### config.mk
export PLATFORM = sky130hd
export DESIGN_NAME = result_sequencer
export DESIGN_NICKNAME = d
export VERILOG_FILES = /design/src/rtl/rseq_pkg.sv /design/src/rtl/rseq_start_ctl.sv /design/src/rtl/rseq_core.sv /design/src/rtl/rseq_result_reg.sv /design/src/rtl/result_sequencer.sv
export SDC_FILE = /design/constraint.sdc
export NUM_CORES = 1
export LEC_CHECK = 0
export ABC_AREA = 1
export BUFFER_PORTS_ARGS = -buffer_cell sky130_fd_sc_hd__buf_2
export CORE_UTILIZATION = 40
export DETAILED_ROUTE_END_ITERATION = 7
export GPL_TIMING_DRIVEN = 0
export PLACE_DENSITY = 0.67
export SLEW_MARGIN = 10
export SYNTH_ARGS = -nofsm -noshare
export SYNTH_HDL_FRONTEND = slang
export SYNTH_SLANG_ARGS = --single-unit
### constraint.sdc
create_clock -name clk -period 3.25 [get_ports clk]
set_input_delay 0.65 -clock clk [delete_from_list [all_inputs] [get_ports clk]]
set_output_delay 0.65 -clock clk [all_outputs]
set_load 0.05 [all_outputs]
### src/rtl/rseq_pkg.sv
package rseq_pkg;

    localparam int RSEQ_RES_W = 10;
    localparam int RSEQ_IDX_W = 4;

    typedef enum logic [0:0] {
        SQ_IDLE = 1'b0,
        SQ_RUN  = 1'b1
    } sq_state_e;

    function automatic logic at_final(input logic [RSEQ_IDX_W-1:0] cur,
                                      input logic [RSEQ_IDX_W-1:0] last);
        return cur == last;
    endfunction

endpackage

### src/rtl/rseq_start_ctl.sv
module rseq_start_ctl (
    input  logic clk,
    input  logic rst,
    input  logic abort,
    input  logic start,
    input  logic final_busy,
    input  logic run_begin,
    output logic go
);
    logic start_q;
    logic pend;
    logic start_edge;

    assign start_edge = start & ~start_q;
    assign go         = (start_edge | pend) & ~abort;

    always_ff @(posedge clk) begin
        if (rst) begin
            start_q <= 1'b0;
            pend    <= 1'b0;
        end else begin
            start_q <= start;
            if (abort)
                pend <= 1'b0;
            else if (start_edge && final_busy)
                pend <= 1'b1;
            else if (run_begin)
                pend <= 1'b0;
        end
    end
endmodule

### src/rtl/rseq_core.sv
module rseq_core
    import rseq_pkg::*;
#(
    parameter int IDX_W = RSEQ_IDX_W
) (
    input  logic             clk,
    input  logic             rst,
    input  logic             abort,
    input  logic             go,
    input  logic             eng_done,
    input  logic [IDX_W-1:0] cfg_last,
    output logic             eng_req,
    output logic [IDX_W-1:0] eng_idx,
    output logic             final_busy,
    output logic             run_begin,
    output logic             cap,
    output logic             accept_n,
    output logic             end_proc_n
);
    sq_state_e        state;
    logic [IDX_W-1:0] cur;
    logic [IDX_W-1:0] run_last;
    logic             end_q;

    assign final_busy = (state == SQ_RUN) && at_final(cur, run_last);
    assign run_begin  = (state == SQ_IDLE) && go && !abort;
    assign cap        = (state == SQ_RUN) && eng_done && !abort;
    assign eng_req    = (state == SQ_RUN);
    assign eng_idx    = cur;
    assign accept_n   = (state == SQ_RUN) && !final_busy;
    assign end_proc_n = end_q;

    always_ff @(posedge clk) begin
        if (rst) begin
            state    <= SQ_IDLE;
            cur      <= '0;
            run_last <= '0;
            end_q    <= 1'b1;
        end else if (abort) begin
            state <= SQ_IDLE;
            cur   <= '0;
            end_q <= 1'b1;
        end else begin
            case (state)
                SQ_IDLE: begin
                    if (go) begin
                        state    <= SQ_RUN;
                        cur      <= '0;
                        run_last <= cfg_last;
                        end_q    <= 1'b1;
                    end
                end
                SQ_RUN: begin
                    if (eng_done) begin
                        if (final_busy) begin
                            state <= SQ_IDLE;
                            end_q <= 1'b0;
                        end else begin
                            cur <= cur + 1'b1;
                        end
                    end
                end
                default: state <= SQ_IDLE;
            endcase
        end
    end
endmodule

### src/rtl/rseq_result_reg.sv
module rseq_result_reg #(
    parameter int RES_W = 10,
    parameter int IDX_W = 4
) (
    input  logic             clk,
    input  logic             rst,
    input  logic             cap,
    input  logic [IDX_W-1:0] cap_idx,
    input  logic [RES_W-1:0] cap_val,
    output logic             res_stb,
    output logic [RES_W-1:0] res_data,
    output logic [IDX_W-1:0] res_idx
);
    always_ff @(posedge clk) begin
        if (rst) begin
            res_stb  <= 1'b0;
            res_data <= '0;
            res_idx  <= '0;
        end else begin
            res_stb <= cap;
            if (cap) begin
                res_data <= cap_val;
                res_idx  <= cap_idx;
            end
        end
    end
endmodule

### src/rtl/result_sequencer.sv
module result_sequencer
    import rseq_pkg::*;
#(
    parameter int RES_W = RSEQ_RES_W,
    parameter int IDX_W = RSEQ_IDX_W
) (
    input  logic             clk,
    input  logic             rst,
    input  logic             offline_en,
    input  logic             restart_n,
    input  logic             start,
    input  logic [IDX_W-1:0] cfg_last,
    output logic             eng_req,
    output logic [IDX_W-1:0] eng_idx,
    input  logic             eng_done,
    input  logic [RES_W-1:0] eng_result,
    output logic             res_stb,
    output logic [RES_W-1:0] res_data,
    output logic [IDX_W-1:0] res_idx,
    output logic             accept_n,
    output logic             end_proc_n
);
    logic abort;
    logic go;
    logic final_busy;
    logic run_begin;
    logic cap;

    assign abort = offline_en | ~restart_n;

    rseq_start_ctl u_start (
        .clk        (clk),
        .rst        (rst),
        .abort      (abort),
        .start      (start),
        .final_busy (final_busy),
        .run_begin  (run_begin),
        .go         (go)
    );

    rseq_core #(.IDX_W(IDX_W)) u_core (
        .clk        (clk),
        .rst        (rst),
        .abort      (abort),
        .go         (go),
        .eng_done   (eng_done),
        .cfg_last   (cfg_last),
        .eng_req    (eng_req),
        .eng_idx    (eng_idx),
        .final_busy (final_busy),
        .run_begin  (run_begin),
        .cap        (cap),
        .accept_n   (accept_n),
        .end_proc_n (end_proc_n)
    );

    rseq_result_reg #(.RES_W(RES_W), .IDX_W(IDX_W)) u_res (
        .clk      (clk),
        .rst      (rst),
        .cap      (cap),
        .cap_idx  (eng_idx),
        .cap_val  (eng_result),
        .res_stb  (res_stb),
        .res_data (res_data),
        .res_idx  (res_idx)
    );
endmodule

---- Word-level counts from Yosys, hierarchy flattened ----
Cells that the tools add are included.
storage, ports and cells
  flip-flop bits (word level) ............. 27
  input bits .............................. 20
  output and inout bits ................... 22
operators by class
  eq/ne operators ......................... 5
  muxes and demuxes ....................... 14
  bitwise operators ....................... 8
  reductions and logical operators ........ 14
  $add $sub $neg .......................... 1
operators by type and width
  cell                                           count
  two-way mux 4 bit                              3
  AND reduction 3 bit                            3
  two-way mux 1 bit                              8
  one-hot mux 4 bit (2 select lines)             1
  logical AND 1 bit                              7
  adder 4 x 1 -> 4 bit, second input constant    1
  == test 4 bit                                  1
  != test 2 x 1 -> 1 bit, second input constant  2
  != test 2 bit, second input constant           2
  NOT 1 bit                                      4
  one-hot mux 1 bit (2 select lines)             2
  AND 1 bit                                      2
  zero test 1 bit                                2
  OR 1 bit                                       2
  nonzero test 2 bit                             1
  OR reduction 2 bit                             1

---- Longest topological paths before layout ----
  depth in word-level cells ............... 8
  mapped depth ............................ 10

---- Modules after synthesis ----
A second synthesis with hierarchy kept.
second synthesis, totals
  cells, all modules ...................... 189
  area, all modules ....................... 1,247.4 µm²
modules (own cells, without submodules)
  module            area an instance (µm²)  cells an instance  sequential area each (µm²)  instances
  rseq_result_reg   605.6                   92                 300.3                       1
  rseq_core         550.5                   83                 200.2                       1
  rseq_start_ctl    83.8                    12                 40.0                        1
  result_sequencer  7.5                     2                  0.0                         1

---- Worst setup path after synthesis ----
OpenSTA, ideal clock, no wires.
  path type ............................... register to output
  start point ............................. reg u_core.cur[1] (netlist: u_core.eng_idx[1])
  end point ............................... out accept_n
  setup slack ............................. 1.197 ns
  stages on the path, launching flop included .. 7
  arrival time ............................ 1.403 ns
  data required time ...................... 2.600 ns
  cell sequence ........................... dfxtp_1 nand2_1 nand2_1 nor2_1 nand2_1 nand2_2 inv_1
on the way
  word-level cells in the longest chain between the ends .. 4
RTL lines
  element                 line                    source
  start, declared         rseq_core.sv:21         logic [IDX_W-1:0] cur;
  start signal, assigned  rseq_core.sv:59         cur <= cur + 1'b1;
  == test 4 bit           rseq_pkg.sv:13          return cur == last;
  logical AND 1 bit       rseq_core.sv:25         assign final_busy = (state == SQ_RUN) && at_final(cur, run_last);
  zero test 1 bit         rseq_core.sv:30         assign accept_n = (state == SQ_RUN) && !final_busy;
  logical AND 1 bit       rseq_core.sv:30
  end, declared           result_sequencer.sv:20  output logic accept_n,
Every way passes these cells.

---- Final worst setup path ----
  start point ............................. reg u_core.cur[2] (netlist: u_core.eng_idx[2])
  end point ............................... out accept_n
Same word-level chain as after synthesis.

==> run_results.csv <==
group,metric,value,unit
place,gp_congestion,0.793,
cts,htreeDepth,1,
cts,clockBufferDepth,2,
drt,drcViolationCount,0,
sta,final.period_utilization,67.6,%
sta,layout_min_cycle_time,2.20,ns
grt,grt_pass1_vias,959,
cts,cts_hold_buf,0,
layout,multi_input_area,498,sq um
floorplanning,rows,18,
synth,ys_types,22,
run,drv_cap,0,
synth,synth_area,0.00113,sq mm
drt,wl,2460,microns
layout,fillerInstances,264,
sta,slew_headroom,74.0,%
drt,vias_per_cell,4.74,
floorplanning,dieArea,0.00305,sq mm
cts,clk_pin_slew,0.15,ns
sta,final_hold_viol_count,0,
power_and_ir_drop,total_power,536,uW
layout,area.sequential,541,sq um
worst_setup_path,cp-start-kind,"register",
sta,fmax,455,MHz
floorplanning,die_w,55.2,microns
drt,dr.first_iter.drc_count,27,
layout,syn2layout_area_growth,24.1,%
sta,tightest_slew,0.390,ns
layout,diodes,0,
cts,clkLatencyLatePin,0.32,ns
sta,setup_viol,0,
drt,ant_nets,0,
synth,synthesis.nets,173,
cts,cts_inserted_buffers,3,
cts,cts.repair.resized,0,
layout,final-instance-count-excl-fill,227,
place,hpwlAfterDp,1870,microns
synth,syn-instance-count,152,
synth,yosysWarningCount,0,
grt,antenna_found_initial,0,
grt,grt-ovfl-total,0,
drt,wl_per_cell,10.8,microns
worst_setup_path,path_class,"reg2out",
cts,root_buffer,"clkbuf_4",
grt,grt_pass1_wl,4190,microns
drt,num_vias,1076,
power_and_ir_drop,leakagePower,0.000657,uW
cts,cts_num_sinks,27,
synth,ys_seq_area_share,47.7,%
worst_hold_path,hold_path.class,"reg2reg",
outcome,status,"finished clean",
floorplanning,die_h,55.2,microns
drt,dr.pass1.iters,6,
place,numPortBuffers,41,
layout,num-nets-final,219,
sta,final_max_slew_viol_count,0,
worst_setup_path,cp.required,2.60,ns
floorplanning,core_area,0.00257,sq mm
layout,drive_gt1_share,32.0,%
grt,grt_max_degree,17,
floorplanning,initial_core_util,44.1,%
worst_setup_path,crit_arrival,1.55,ns
cts,cts_tree,"yes",
sta,finalSetupTns,0,ns
sta,rsz0062_at_grt,"false",
power_and_ir_drop,power_density,381,mW/mm^2
sta,fin_worst_hold_slack,0.479,ns
synth,postSynthAreaPerCell,7.45,sq um
grt,grt_usage,16.7,%
synth,synth-seq-cells,27,
cts,post_cts_buffers,0,
place,dp.cells,223,
power_and_ir_drop,peakVddDrop,0.234,mV
layout,fin_util,54.7,%
floorplanning,ios,42,
worst_setup_path,crit_path_end_kind,"output pin",
worst_setup_path,worstPathMaxFanout,6,
sta,fin_skew,0.00176,ns
-- final cells by class --
class | count | area share [%]
flip-flops and latches | 27 | 38.5
well taps | 30 | 2.67
multi-input cells | 103 | 35.4
clock inverters | 1 | 0.534
clock buffers | 3 | 1.60
inverters | 18 | 4.90
repair buffers | 41 | 14.6
plain buffers | 4 | 1.78
-- critical path, stage by stage, from the launching register on --
cell and delay (ns):
dfxtp_1 0.48, inv_1 0.10, nand2_1 0.07, nand2_1 0.05, nor2_1 0.10, nand2_1 0.10, nand2_2 0.09, inv_1 0.04
buf_2 0.20
-- cells in the mapped netlist --
library cell  number  share of area [%]
a21oi_1           13                5.7
o21ai_1           18                8.0
nand2_1           23                7.6
nand3_1            6                2.7
clkinv_2           1               0.44
nor2_1            31                 10
ha_1               1                1.1
inv_2              6                2.0
o211ai_4           1                1.9
nand3_2            1               0.88
nand2_2            2                1.1
inv_1             11                3.6
a21oi_2            1               0.77
o21ai_0            2               0.88
nand2_4            1               0.99
clkbuf_1           1               0.33
xnor2_1            1               0.77
buf_6              1               0.99
nor2_2             1               0.55
or2_4              1               0.77
buf_2              2               0.88
dfxtp_1           27                 48
-- through the flow --
| stage | instance area, sq um | setup WS, ns |
|---|---|---|
| finish | 1410 | 1.05 |
| floorplan | 1130 | 1.20 |
| global placement | 1380 | 1.45 |
| detailed placement | 1380 | 1.44 |
| global route | 1410 | 0.897 |
| CTS | 1410 | 1.05 |
-- logic make-up after synthesis --
family | synth area share [%]
AO/OA/AOI/OAI | 17.2
XOR/XNOR | 0.774
adder cells (fa/ha/maj) | 1.10
buffers and inverters | 8.29
flip-flops | 47.7
AND/OR/NAND/NOR | 24.9
-- flip-flops by register name (all words and copies together), names as in the netlist, 4 cells and up --
register / count
u_core.run_last: 4
u_core.eng_idx: 4
u_res.res_idx: 4
u_res.res_data: 10
-- per-layer routing --
layer  share of wire (%)  routed length [microns]  vias up  GRT usage [%]
met4                0.49                       12        0           6.43
met2                  46                     1140       25           26.7
li1                    -                        -      570              -
met5                   0                        0        -              0
met3                 3.8                       94        2           2.34
met1                  49                     1210      479           22.9
-- worst paths after layout --
path                       from                 end  slack (ns)  cells after the start
max reg2reg   u_core.eng_idx[2]   u_core.eng_idx[0]        1.90                      9
min          u_core.run_last[1]  u_core.run_last[1]        0.48                      2
min reg2reg  u_core.run_last[1]  u_core.run_last[1]        0.48                      2
max           u_core.eng_idx[2]            accept_n        1.05                      8
-- placed cells by master (no fill, tap or decap), types with 2 or more instances in the layout --
| master | instances |
|---|---|
| a21oi_1 | 13 |
| buf_2 | 43 |
| nand2_2 | 2 |
| nand2_1 | 23 |
| dfxtp_1 | 27 |
| nand3_1 | 6 |
| o21ai_1 | 18 |
| o21ai_0 | 2 |
| clkbuf_4 | 3 |
| inv_1 | 11 |
| nor2_1 | 31 |
| inv_2 | 6 |
-- power breakdown --
part | switching [uW] | total (uW) | internal, uW
clock network | 103 | 150 | 47.0
registers | 2.30 | 337 | 335
logic | 28.2 | 48.0 | 19.8
total | 134 | 536 | 402
Power figures use the tool's default switching activity.
